$ cat src/rtl/eag_pkg.sv
`timescale 1ns/1ps
package eag_pkg;
  localparam int AW     = 16;
  localparam int DW     = 8;
  localparam int MAX_RD = 4;
  localparam int STEP_W = $clog2(MAX_RD + 1);

  typedef logic [AW-1:0]     addr_t;
  typedef logic [DW-1:0]     byte_t;
  typedef logic [STEP_W-1:0] step_t;

  localparam logic [3:0] MD_IMM   = 4'd0;
  localparam logic [3:0] MD_ZP    = 4'd1;
  localparam logic [3:0] MD_ZPX   = 4'd2;
  localparam logic [3:0] MD_ZPY   = 4'd3;
  localparam logic [3:0] MD_ABS   = 4'd4;
  localparam logic [3:0] MD_ABSX  = 4'd5;
  localparam logic [3:0] MD_ABSY  = 4'd6;
  localparam logic [3:0] MD_IND   = 4'd7;
  localparam logic [3:0] MD_PREX  = 4'd8;
  localparam logic [3:0] MD_POSTY = 4'd9;
  localparam logic [3:0] MD_REL   = 4'd10;

  typedef struct packed {
    addr_t ea;
    addr_t pc;
    logic  taken;
  } eag_res_t;

  // byte placed in page zero
  function automatic addr_t zp_of(byte_t b);
    return {{(AW-DW){1'b0}}, b};
  endfunction

  // unsigned widening of an index
  function automatic addr_t widen(byte_t b);
    return {{(AW-DW){1'b0}}, b};
  endfunction

  // signed widening of a branch offset
  function automatic addr_t sign_widen(byte_t b);
    return {{(AW-DW){b[DW-1]}}, b};
  endfunction

  // next byte address that never leaves the current page
  function automatic addr_t same_page_next(addr_t a);
    return {a[AW-1:DW], byte_t'(a[DW-1:0] + 1'b1)};
  endfunction

  // flag select in sel[2:1] (N, V, C, Z), wanted value in sel[0]
  function automatic logic branch_ok(logic [2:0] sel, logic [3:0] f);
    logic picked;
    case (sel[2:1])
      2'd0:    picked = f[3];
      2'd1:    picked = f[2];
      2'd2:    picked = f[1];
      default: picked = f[0];
    endcase
    return picked == sel[0];
  endfunction
endpackage

$ cat src/rtl/eag_read_plan.sv
`timescale 1ns/1ps
module eag_read_plan
  import eag_pkg::*;
(
  input  logic [3:0] mode,
  output step_t      n_reads,
  output logic       zp_mode,
  output logic       unused_mode
);
  always_comb begin
    zp_mode     = 1'b0;
    unused_mode = 1'b0;
    case (mode)
      MD_IMM:                    n_reads = step_t'(0);
      MD_ZP, MD_ZPX, MD_ZPY: begin
        n_reads = step_t'(1);
        zp_mode = 1'b1;
      end
      MD_REL:                    n_reads = step_t'(1);
      MD_ABS, MD_ABSX, MD_ABSY:  n_reads = step_t'(2);
      MD_PREX, MD_POSTY:         n_reads = step_t'(3);
      MD_IND:                    n_reads = step_t'(MAX_RD);
      default: begin
        n_reads     = step_t'(0);
        unused_mode = 1'b1;
      end
    endcase
  end
endmodule

$ cat src/rtl/eag_fetch_addr.sv
`timescale 1ns/1ps
module eag_fetch_addr
  import eag_pkg::*;
(
  input  logic [3:0] mode,
  input  step_t      step,
  input  addr_t      pc,
  input  byte_t      x,
  input  byte_t      v0,
  input  byte_t      v1,
  output addr_t      rd_addr
);
  addr_t zp_ptr;
  addr_t wide_ptr;
  logic  two_byte_operand;

  assign zp_ptr           = (mode == MD_PREX) ? zp_of(byte_t'(v0 + x)) : zp_of(v0);
  assign wide_ptr         = {v1, v0};
  assign two_byte_operand = mode inside {MD_ABS, MD_ABSX, MD_ABSY, MD_IND};

  always_comb begin
    case (step)
      step_t'(0): rd_addr = pc;
      step_t'(1): rd_addr = two_byte_operand ? pc + addr_t'(1) : zp_ptr;
      step_t'(2): rd_addr = (mode == MD_IND) ? wide_ptr : zp_ptr + addr_t'(1);
      step_t'(3): rd_addr = same_page_next(wide_ptr);
      default:    rd_addr = pc;
    endcase
  end
endmodule

$ cat src/rtl/eag_resolve.sv
`timescale 1ns/1ps
module eag_resolve
  import eag_pkg::*;
(
  input  logic [3:0] mode,
  input  addr_t      pc,
  input  byte_t      x,
  input  byte_t      y,
  input  byte_t      v0,
  input  byte_t      v1,
  input  byte_t      v2,
  input  byte_t      v3,
  input  logic [2:0] cond,
  input  logic [3:0] flags,
  output eag_res_t   res
);
  addr_t adv1, adv2, br_target;
  logic  br_taken;

  assign adv1      = pc + addr_t'(1);
  assign adv2      = pc + addr_t'(2);
  assign br_target = adv1 + sign_widen(v0);
  assign br_taken  = branch_ok(cond, flags);

  always_comb begin
    res.taken = 1'b0;
    res.pc    = adv1;
    case (mode)
      MD_IMM:   res.ea = pc;
      MD_ZP:    res.ea = zp_of(v0);
      MD_ZPX:   res.ea = zp_of(byte_t'(v0 + x));
      MD_ZPY:   res.ea = zp_of(byte_t'(v0 + y));
      MD_ABS:  begin res.ea = {v1, v0};             res.pc = adv2; end
      MD_ABSX: begin res.ea = {v1, v0} + widen(x);  res.pc = adv2; end
      MD_ABSY: begin res.ea = {v1, v0} + widen(y);  res.pc = adv2; end
      MD_IND:  begin res.ea = {v3, v2};             res.pc = adv2; end
      MD_PREX:  res.ea = {v2, v1};
      MD_POSTY: res.ea = {v2, v1} + widen(y);
      MD_REL: begin
        res.ea    = br_target;
        res.taken = br_taken;
        res.pc    = br_taken ? br_target : adv1;
      end
      default: begin
        res.ea = pc;
        res.pc = pc;
      end
    endcase
  end
endmodule

$ cat src/rtl/eff_addr_gen.sv
`timescale 1ns/1ps
module eff_addr_gen
  import eag_pkg::*;
(
  input  logic        clk,
  input  logic        rst_n,
  input  logic        start_i,
  input  logic [3:0]  mode_i,
  input  logic [15:0] pc_i,
  input  logic [7:0]  x_i,
  input  logic [7:0]  y_i,
  input  logic [2:0]  cond_i,
  input  logic [3:0]  flags_i,
  output logic        mem_rd_o,
  output logic [15:0] mem_addr_o,
  input  logic [7:0]  mem_rdata_i,
  output logic        busy_o,
  output logic        valid_o,
  output logic [15:0] ea_o,
  output logic [15:0] pc_o,
  output logic        taken_o
);
  logic       busy_q, valid_q;
  step_t      step_q;
  logic [3:0] mode_q;
  addr_t      pc_q;
  byte_t      x_q, y_q;
  logic [2:0] cond_q;
  logic [3:0] flags_q;
  byte_t      byte_q [MAX_RD];
  byte_t      view   [MAX_RD];
  eag_res_t   res_c, res_q;

  // named internal events
  step_t n_reads;
  logic  zp_mode, unused_mode;
  logic  accept, final_step, rd_fire;
  addr_t rd_addr;

  eag_read_plan u_plan (
    .mode(mode_q), .n_reads(n_reads), .zp_mode(zp_mode), .unused_mode(unused_mode)
  );

  assign accept     = start_i && !busy_q;
  assign final_step = busy_q && (step_q == n_reads);
  assign rd_fire    = busy_q && !final_step;

  // the byte requested last cycle is taken straight from the port
  always_comb begin
    for (int k = 0; k < MAX_RD; k++)
      view[k] = (busy_q && step_q == step_t'(k + 1)) ? mem_rdata_i : byte_q[k];
  end

  eag_fetch_addr u_fetch (
    .mode(mode_q), .step(step_q), .pc(pc_q), .x(x_q),
    .v0(view[0]), .v1(view[1]), .rd_addr(rd_addr)
  );

  eag_resolve u_resolve (
    .mode(mode_q), .pc(pc_q), .x(x_q), .y(y_q),
    .v0(view[0]), .v1(view[1]), .v2(view[2]), .v3(view[3]),
    .cond(cond_q), .flags(flags_q), .res(res_c)
  );

  always_ff @(posedge clk) begin
    if (!rst_n) begin
      busy_q  <= 1'b0;
      valid_q <= 1'b0;
      step_q  <= '0;
      mode_q  <= '0;
      pc_q    <= '0;
      x_q     <= '0;
      y_q     <= '0;
      cond_q  <= '0;
      flags_q <= '0;
      res_q   <= '0;
      for (int k = 0; k < MAX_RD; k++) byte_q[k] <= '0;
    end else begin
      valid_q <= 1'b0;
      if (accept) begin
        busy_q  <= 1'b1;
        step_q  <= '0;
        mode_q  <= mode_i;
        pc_q    <= pc_i;
        x_q     <= x_i;
        y_q     <= y_i;
        cond_q  <= cond_i;
        flags_q <= flags_i;
      end else if (busy_q) begin
        for (int k = 0; k < MAX_RD; k++) byte_q[k] <= view[k];
        if (final_step) begin
          busy_q  <= 1'b0;
          valid_q <= 1'b1;
          res_q   <= res_c;
        end else begin
          step_q <= step_q + step_t'(1);
        end
      end
    end
  end

  assign mem_rd_o   = rd_fire;
  assign mem_addr_o = rd_addr;
  assign busy_o     = busy_q;
  assign valid_o    = valid_q;
  assign ea_o       = res_q.ea;
  assign pc_o       = res_q.pc;
  assign taken_o    = res_q.taken;

  // result strobe lasts a single cycle
  assert_valid_single_R2: assert property (@(posedge clk) disable iff (!rst_n)
    valid_o |=> !valid_o);

  // a request in flight keeps its captured mode and PC
  assert_hold_while_busy_R2: assert property (@(posedge clk) disable iff (!rst_n)
    busy_o |=> ($stable(mode_q) && $stable(pc_q)));

  // reads only happen inside a request
  assert_read_in_request_R11: assert property (@(posedge clk) disable iff (!rst_n)
    mem_rd_o |-> busy_o);

  // page-zero results never leave page zero
  assert_zp_page_R4: assert property (@(posedge clk) disable iff (!rst_n)
    (valid_o && zp_mode) |-> (ea_o[15:8] == 8'h00));

  // the second pointer read stays in the page of the first
  assert_ind_same_page_R6: assert property (@(posedge clk) disable iff (!rst_n)
    (mem_rd_o && mode_q == MD_IND && step_q == step_t'(3))
      |-> (mem_addr_o[15:8] == $past(mem_addr_o[15:8])));

  // unused codes leave the PC where it was
  assert_unused_hold_R10: assert property (@(posedge clk) disable iff (!rst_n)
    (valid_o && unused_mode) |-> (pc_o == ea_o));
endmodule

$ cat config.mk
export PLATFORM = sky130hd
export DESIGN_NAME = eff_addr_gen
export DESIGN_NICKNAME = d
export VERILOG_FILES = /design/src/rtl/eag_pkg.sv /design/src/rtl/eag_read_plan.sv /design/src/rtl/eag_fetch_addr.sv /design/src/rtl/eag_resolve.sv /design/src/rtl/eff_addr_gen.sv
export SDC_FILE = /design/constraint.sdc
export NUM_CORES = 1
export LEC_CHECK = 0
export BUFFER_PORTS_ARGS = -buffer_cell sky130_fd_sc_hd__buf_2
export CORE_ASPECT_RATIO = 1.25
export CORE_MARGIN = 4
export CORE_UTILIZATION = 35
export DETAILED_ROUTE_END_ITERATION = 7
export GPL_ROUTABILITY_DRIVEN = 0
export PLACE_DENSITY = 0.64
export SLEW_MARGIN = 15
export SYNTH_ARGS = -nofsm -noshare
export SYNTH_HDL_FRONTEND = slang
export SYNTH_SLANG_ARGS = --single-unit
$ cat constraint.sdc
create_clock -name clk -period 6.8 [get_ports clk]
set_input_delay 1.02 -clock clk [delete_from_list [all_inputs] [get_ports clk]]
set_output_delay 1.02 -clock clk [all_outputs]
set_load 0.02 [all_outputs]
# Word-level counts from Yosys, hierarchy flattened
# Memory sizes are Yosys's and may differ from the RTL's.
# Cells that the tools add are included.
# Widths: inputs -> output; s select.
[classes]
n_addsub = 11
eq_ne = 18
bitwise = 8
mux = 27
reduce_logical = 21
[op_table]
columns = ["op", "count"]
rows = [
  ["$pmux 16 s10", 1],
  ["$pmux 16 s3", 2],
  ["$mux 8", 9],
  ["$add 16x8->16", 3],
  ["$mux 16", 3],
  ["$add 16x1->16 const B", 2],
  ["$add 16x16->16", 1],
  ["$add 16x2->16 const B", 1],
  ["$add 8x8->8", 2],
  ["$eq 4x3->1 const B", 4],
  ["$eq 4x4->1 const B", 3],
  ["$pmux 3 s4", 1],
  ["$mux 1", 10],
  ["$add 8x1->8 const B", 1],
  ["$eq 4x2->1 const B", 2],
  ["$reduce_or 4->1", 2],
  ["$logic_and 1x1->1", 7],
  ["$eq 3x2->1 const B", 2],
  ["$reduce_or 3->1", 2],
  ["$reduce_or 6->1", 1],
  ["$eq 4x1->1 const B", 1],
  ["$logic_not 4->1", 1],
  ["$not 1->1", 4],
  ["$or 1x1->1", 4],
  ["other kinds (14)", 16],
]
[totals]
ram_bits = 32
ff_bits = 81
n_memories = 1
input_bits = 54
[mem_list]
columns = ["memory", "depth", "word_bits", "rd", "rd_ports_with_merged_regs", "wr", "line_no", "rtl"]
rows = [
  ["byte_q", 4, 8, 4, 0, 4, "eff_addr_gen.sv:30", "byte_t byte_q [MAX_RD];"],
]

# Logic depth before layout (Yosys ltp)
# Gate-level depths: netlist (run 1).
[logic_depth]
word_depth = 8
mapped_depth = 16

# Modules after synthesis
# A second synthesis (run 1) with hierarchy kept.
[unflattened]
hier_cells = 1302
hier_area_um2 = 10312.4
[modules_own_cells]
columns = ["module", "area_per_inst_um2", "seq_area_each_um2", "n_inst", "cells_each"]
rows = [
  ["eff_addr_gen", 4515.6, 2582.5, 1, 431],
  ["eag_resolve", 4192.8, 0.0, 1, 624],
  ["eag_fetch_addr", 1541.5, 0.0, 1, 237],
  ["eag_read_plan", 62.6, 0.0, 1, 10],
]

# Worst setup path after synthesis (run 1)
# OpenSTA, ideal clock, no wires.
[synth_path]
kind = "input to output"
start = "in mem_rdata_i[1]"
end = "out mem_addr_o[7]"
stages = 10
t_required_ns = 5.780
setup_slack_ns = 1.913
t_arrival_ns = 3.867
n_path_buf = 0
path_cell_list = "mux2i_1 inv_1 fa_1 a21oi_1 o21bai_1 xor2_1 a31oi_1 or4_1 o32ai_1 a21o_1"
[synth_between]
elab_chain_cells = 6
elab_cells_between_ends = 8
classes_between = "add/sub (3); mux (5)"
[synth_rtl]
columns = ["element", "line_no", "rtl"]
rows = [
  ["start: declaration", "eff_addr_gen.sv:16", "input logic [7:0] mem_rdata_i,"],
  ["$mux 8 *", "eff_addr_gen.sv:51", "view[k] = (busy_q && step_q == step_t'(k + 1)) ? mem_rdata_i : byte_q[k];"],
  ["net u_fetch.v0[1]", "eag_fetch_addr.sv:9", "input byte_t v0,"],
  ["$add 8x8->8", "eag_fetch_addr.sv:17", "assign zp_ptr = (mode == MD_PREX) ? zp_of(byte_t'(v0 + x)) : zp_of(v0);"],
  ["$mux 8", "eag_fetch_addr.sv:17", ""],
  ["$add 16x1->16", "eag_fetch_addr.sv:25", "step_t'(2): rd_addr = (mode == MD_IND) ? wide_ptr : zp_ptr + addr_t'(1);"],
  ["$mux 16", "eag_fetch_addr.sv:25", ""],
  ["$pmux 16 s3 *", "eag_fetch_addr.sv:22", "case (step)"],
  ["end: declaration", "eff_addr_gen.sv:15", "output logic [15:0] mem_addr_o,"],
]
# The timed path passes the listed nets; every way through them passes the cells marked *.

# Worst setup path in the final report (run 1)
[layout_path]
start = "reg step_q[1]"
end = "out mem_addr_o[7]"
[layout_between]
elab_chain_cells = 8
elab_cells_between_ends = 12
classes_between = "add/sub (3); eq/ne (3); mux (5); reduce/logical (1)"
[layout_rtl]
columns = ["element", "line_no", "rtl"]
rows = [
  ["start: declaration", "eff_addr_gen.sv:24", "step_t step_q;"],
  ["start signal: assignment", "eff_addr_gen.sv:96", "step_q <= step_q + step_t'(1);"],
  ["$eq 3x1->1 *", "eff_addr_gen.sv:51", ""],
  ["$logic_and 1x1->1 *", "eff_addr_gen.sv:51", ""],
  ["$mux 8 *", "eff_addr_gen.sv:51", ""],
  ["net u_fetch.v0[4]", "eag_fetch_addr.sv:9", ""],
  ["$add 8x8->8", "eag_fetch_addr.sv:17", ""],
  ["$mux 8", "eag_fetch_addr.sv:17", ""],
  ["$add 16x1->16", "eag_fetch_addr.sv:25", ""],
  ["$mux 16", "eag_fetch_addr.sv:25", ""],
  ["$pmux 16 s3 *", "eag_fetch_addr.sv:22", ""],
]
# Marked as above.

==> results of run 1 <==
-- worst register-to-register path, delay by kind of cell (launching register included) --
kind	cells	cell delay, ns
XOR/XNOR	1	0.30
AND/OR/NAND/NOR	4	0.82
AO/OA/AOI/OAI	5	1.19
adder cells (fa/ha/maj)	2	0.65
multiplexers	1	0.71
flip-flops	1	0.42
buffers and inverters	2	0.50
-- layer usage --
metal  track usage  share of wire  vias up
met5             0              0        -
met4         0.160          0.071        0
met3        0.0446          0.083      156
met2         0.375           0.45      600
met1         0.296           0.40     4636
li1              -              -     4684
-- how the worst max path moves through the flow --
stage	start	end	slack, ns	depth (start not counted)
after detailed placement	step_q[1]	mem_addr_o[7]	1.23	14
after CTS	step_q[1]	mem_addr_o[7]	0.75	14
after global placement	step_q[1]	mem_addr_o[7]	1.43	14
after global routing	step_q[1]	mem_addr_o[7]	0.30	14
final	step_q[1]	mem_addr_o[7]	0.62	14
after floorplan	mem_rdata_i[1]	mem_addr_o[7]	1.91	10
-- cells by family (layout without fill, tap and decap cells) --
| group | Yosys count | in the layout |
|---|---|---|
| simple gates | 453 | 453 |
| mux | 46 | 46 |
| flops | 113 | 113 |
| compound gates | 392 | 392 |
| xor+xnor | 64 | 64 |
| buf+inv | 113 | 195 |
| fa+ha+maj | 52 | 52 |
-- sequential cells by signal, summed over array words and instances (netlist names) --
register / cells
busy_o: 1
byte_q: 32
cond_q: 3
ea_o: 16
flags_q: 4
mode_q: 4
pc_o: 16
pc_q: 16
step_q: 3
taken_o: 1
valid_o: 1
x_q: 8
y_q: 8
-- area by class of cell --
cell class	count	share of cell area
inverter	31	0.0107
tap	340	0.0393
clock inverter	15	0.0170
multi-input combinational	1007	0.588
clock buffer	17	0.0393
sequential	113	0.238
timing repair buffer	132	0.0672
-- layout by cell type, fill, tap and decap left out, types with 19 or more instances in the layout --
cell type    n
nor2_1     132
o21ai_0     69
nand2_1    170
nor3_1      29
buf_4       27
xor2_1      26
o211ai_1    21
dfxtp_1     81
a31oi_1     19
xnor2_1     38
mux2i_1     30
edfxtp_1    32
inv_1       29
ha_1        48
a21oi_1    123
buf_2      105
nand3_1     30
-- power groups by stage --
stage,logic [mW],registers (mW),clock network [mW]
after floorplan,0.430,0.809,0
after global placement,0.646,0.815,0
after global routing,0.721,0.810,0.974
after CTS,0.655,0.802,0.943
after detailed placement,0.652,0.816,0
final,0.669,0.804,0.930
==> impl_metrics.yaml, run 1 <==
route:
  ant_nets: 0
  drt-total-wl_um: 35800
  dr.pass1.iters: 6
  avgViaCountPerCell: 6.09
  drt_iter0_drc: 1280
  drc: 0
  wl_per_cell_um: 21.7
  vias: 10100
logic_synthesis:
  yosys_warnings: 0
  yosysSeqAreaShare: 0.275
  synth_cell_types: 80
  synth_top_area_cell: "dfxtp_1"
  synth_xor_xnor_area_share: 0.0596
  synth_flop_cell: "dfxtp_1"
  synth_edf_count: 32
  synthCells: 1233
  muxShareOfSynthArea: 0.0534
  async_reset_ff_frac: 0
  syn_avg_cell_area_um2: 7.62
  ys_top_cells_by_area: "dfxtp_1, edfxtp_1, nand2_1"
  yosysMostFrequentCell: "nand2_1"
  synth_fa_ha_area_frac: 0.0724
  syn_nets: 1339
  ys_seq_elements: 113
  synth_compound_area_frac: 0.269
  synth_top_area_frac: 0.173
  synthesis.area_um2: 9400
  synth_top_family_by_area: "compound AO/OA/AOI/OAI gates"
  yosys.area_share.simple: 0.221
  synth_common_cells: "nand2_1, nor2_1, a21oi_1"
pwr:
  p_int_mw: 1.56
  power_frac_comb: 0.278
  total_power_mw: 2.40
  pwr-share-clk: 0.387
  p_leak_nw: 4.46
  powerDensity_nw_per_um2: 222
  ir_drop_v: 0.000178
  p_switching_uw: 847
  swShare: 0.353
  seqPwrFrac: 0.334
setup_path:
  critPathSlowestCell: "mux2i_1"
  reg2reg_to: "ea_o[6]"
  crit_path_end_kind: "primary output"
  r2r_setup_slack_ns: 2.05
  criticalPathCategory: "reg2out"
  path_cells: "inv_1, ha_1, nand3b_1, mux2i_1, inv_1, ha_1, o211ai_1, o21ai_0, xor2_1, o21ai_1, or4_1, o32ai_1, a21o_1, buf_2"
  crit_path_max_fanout: 8
  critPathTopFamily: "simple AND/OR/NAND/NOR gates"
  r2r_cells: 15
  arrival_ns: 5.16
  path_buf_inv: 3
  worst_ep_required_time_ns: 5.78
  cp-start-kind: "flip-flop"
  max_stage_delay_ns: 0.71
  r2r-start: "step_q[1]"
clock_network:
  h-tree-depth: 4
  cts.sinks: 113
  path_clk_slew_ns: 0.06
  numCtsBuffers: 17
  hold_buffers: 0
  cts_tree: "built"
  clock-root-buffer: "clkbuf_16"
  cts_resized: 0
  post_cts_buffers: 0
  cts_buffer_depth: 2
  clk_latency_ns: 0.44
layout:
  fin_nets: 1408
  final_util: 0.413
  stdcell_area_um2: 10800
  regArea_um2: 2580
  area_growth_pct: 15.3
  final_cells: 1655
  fillers: 2756
  num_antenna_cells: 0
  multi_input_area_um2: 6370
  drive_above_1_share: 0.149
outcome:
  status: "finished, final reports clean"
floorplan:
  rows: 66
  io_pins: 106
  die_w_um: 155
  start_util: 0.358
  dieArea_um2: 29600
  coreArea_um2: 26300
  die_y_um: 191
placed_design:
  dpl.cell_count: 1623
  place_ws_ns: 1.23
  place_area_um2: 10200
  hpwl_um: 27000
  port_buffers: 105
hold_path:
  hold_end: "flags_q[3]"
  holdPathStages: 2
  hp-start: "flags_q[3]"
  hold_path.class: "reg2reg"
global_route:
  grt_use_total: 0.238
  grt_pass1_vias: 9465
  grt_pass1_wl_um: 54600
  grt_max_degree: 53
  overflow: 0
  antenna_found_initial: 0
sta:
  maxSlewHeadroom: 0.292
  setup_viol: 0
  worst_pin_slew_ns: 1.06
  slew_viol_final: 0
  setup_tns_ns: 0
  fin_skew_ns: 0.0156
  holdWs_ns: 0.454
  rsz0062_at_grt: "no"
  fin_ws_ns: 0.617
  fin_crit_ns: 6.18
  hold_viol_final: 0
  fmax_mhz: 162
  min_period_over_period: 0.909
job:
  cap_viol_max_count: 0
(Power assumes the default switching activity.)
==> run 2: changes to the inputs <==
BUFFER_PORTS_ARGS = unset   (was -buffer_cell sky130_fd_sc_hd__buf_2)
DONT_BUFFER_PORTS = 1   (was unset)
GPL_TIMING_DRIVEN = 0   (was unset)
PLACE_DENSITY = 0.56   (was 0.64)
==> impl_metrics.yaml, run 2 (same netlist as run 1, synthesis figures left out) <==
setup_path:
  crit_path_end_kind: "primary output"
  cp-start-kind: "flip-flop"
  crit_path_max_fanout: 9
  criticalPathCategory: "reg2out"
  arrival_ns: 5.47
  worst_ep_required_time_ns: 5.78
layout:
  mostFrequentLayoutCells: "nand2_1, nor2_1, a21oi_1"
  layout.cells.most_common: "nand2_1"
  final_cells: 1604
  fillers: 2788
  drive_above_1_share: 0.0665
  num_antenna_cells: 0
  largest_register_ff_count: 32
  multi_input_area_um2: 6370
  top_register: "byte_q"
  area_growth_pct: 10.7
  stdcell_area_um2: 10400
  fin_nets: 1358
  regArea_um2: 2580
global_route:
  grt_pass1_vias: 9568
  antenna_found_initial: 0
  grt_max_degree: 33
  grt_pass1_wl_um: 58000
  overflow: 0
  grt_use_total: 0.259
clock_network:
  h-tree-depth: 4
  clock-root-buffer: "clkbuf_16"
  cts.sinks: 113
  cts_tree: "built"
  cts_buffer_depth: 2
  path_clk_slew_ns: 0.06
  clk_latency_ns: 0.45
  post_cts_buffers: 0
  numCtsBuffers: 17
route:
  ant_nets: 0
  avgViaCountPerCell: 6.19
  vias: 9935
  drt_iter0_drc: 1280
  wl_per_cell_um: 24.3
  drt-total-wl_um: 39000
  drc: 3
  dr.pass1.iters: 8
sta:
  fin_crit_ns: 6.49
  setup_tns_ns: 0
  slew_viol_final: 0
  hold_viol_final: 0
  fmax_mhz: 154
  holdWs_ns: 0.454
  fin_skew_ns: 0.0148
  rsz0062_at_grt: "no"
  setup_viol: 0
  maxSlewHeadroom: 0.186
  min_period_over_period: 0.955
  worst_pin_slew_ns: 1.19
placed_design:
  dpl.cell_count: 1573
  port_buffers: 0
  hpwl_um: 30500
  place_area_um2: 9830
floorplan:
  die_w_um: 155
  start_util: 0.358
  coreArea_um2: 26300
  die_y_um: 191
  dieArea_um2: 29600
  rows: 66
  io_pins: 106
outcome:
  violations: "DRC"
  status: "complete, but fails checks"
pwr:
  powerDensity_nw_per_um2: 225
  seqPwrFrac: 0.346
  p_leak_nw: 3.98
  ir_drop_v: 0.000203
  p_int_mw: 1.51
  power_frac_comb: 0.273
  swShare: 0.358
  pwr-share-clk: 0.381
  p_switching_uw: 839
job:
  cap_viol_max_count: 0
hold_path:
  hold_path.class: "reg2reg"
-- run 2: cell types whose count changed in the layout (fill, tap and decap cells not counted), sizes merged --
cell | previous run | this run
clkbuf | 17 | 81
bufinv | 3 | 2
clkinvlp | 2 | 0
inv | 33 | 30
buf | 132 | 25
clkinv | 8 | 6
-- run 2: worst paths after layout --
path | to | cells after the start | slack, ns | from
worst max-delay path | mem_addr_o[7] | 14 | 0.31 | step_q[1]
worst min-delay path | flags_q[3] | 2 | 0.45 | flags_q[3]
worst max register to register | ea_o[10] | 14 | 1.77 | step_q[1]
worst min register to register | flags_q[3] | 2 | 0.45 | flags_q[3]
-- run 2: critical path, cell delays in order, from the launching register on --
cell and delay, ns:
dfxtp_1 0.44, inv_1 0.09, ha_1 0.25, nand3b_1 0.16
buf_4 0.24, mux2i_2 0.79, inv_1 0.39, ha_1 0.41
a211oi_1 0.28, o21ai_0 0.16, xor2_1 0.41, o21ai_1 0.27
or4_1 0.60, o32ai_1 0.26, a21o_1 0.26
-- run 2: routing by layer --
| metal | global-route usage | routed length (um) |
|---|---|---|
| met2 | 0.402 | 16900 |
| met4 | 0.167 | 2840 |
| met1 | 0.318 | 15600 |
| met3 | 0.0657 | 3680 |
| met5 | 0 | 0 |
-- run 2: power groups by stage --
| stage | Clock [mW] | Sequential [mW] | Combinational, mW |
|---|---|---|---|
| 4_1_cts | 0.898 | 0.812 | 0.623 |
| 3_3_place_gp | 0 | 0.825 | 0.615 |
| 3_5_place_dp | 0 | 0.826 | 0.619 |
| 5_1_grt | 0.928 | 0.818 | 0.686 |
| 2_1_floorplan | 0 | 0.809 | 0.430 |
| 6_report | 0.893 | 0.812 | 0.641 |
-- run 2: final cells by class --
type                       instances  share of cell area
tap                              340              0.0409
multi-input combinational       1007               0.612
clock inverter                     7             0.00817
sequential                       113               0.248
inverter                          31              0.0112
clock buffer                      24              0.0463
buffer                            82              0.0339
-- run 2: stage by stage --
step / total power [mW] / setup WS, ns / utilization
finish: 2.35 / 0.306 / 0.396
global route: 2.43 / 0.144 / 0.396
CTS: 2.33 / 0.200 / 0.396
detailed placement: 1.44 / 0.687 / 0.374
global placement: 1.44 / 0.441 / 0.374
floorplan: 1.24 / 1.91 / -
-- run 2: what timing repair did --
| item | in CTS | in global routing |
|---|---|---|
| hold buffers | 0 | 0 |
| resized for setup | 0 | 3 |
| hold endpoints to repair | 0 | 0 |
| endpoints found under the setup margin | 0 | 2 |
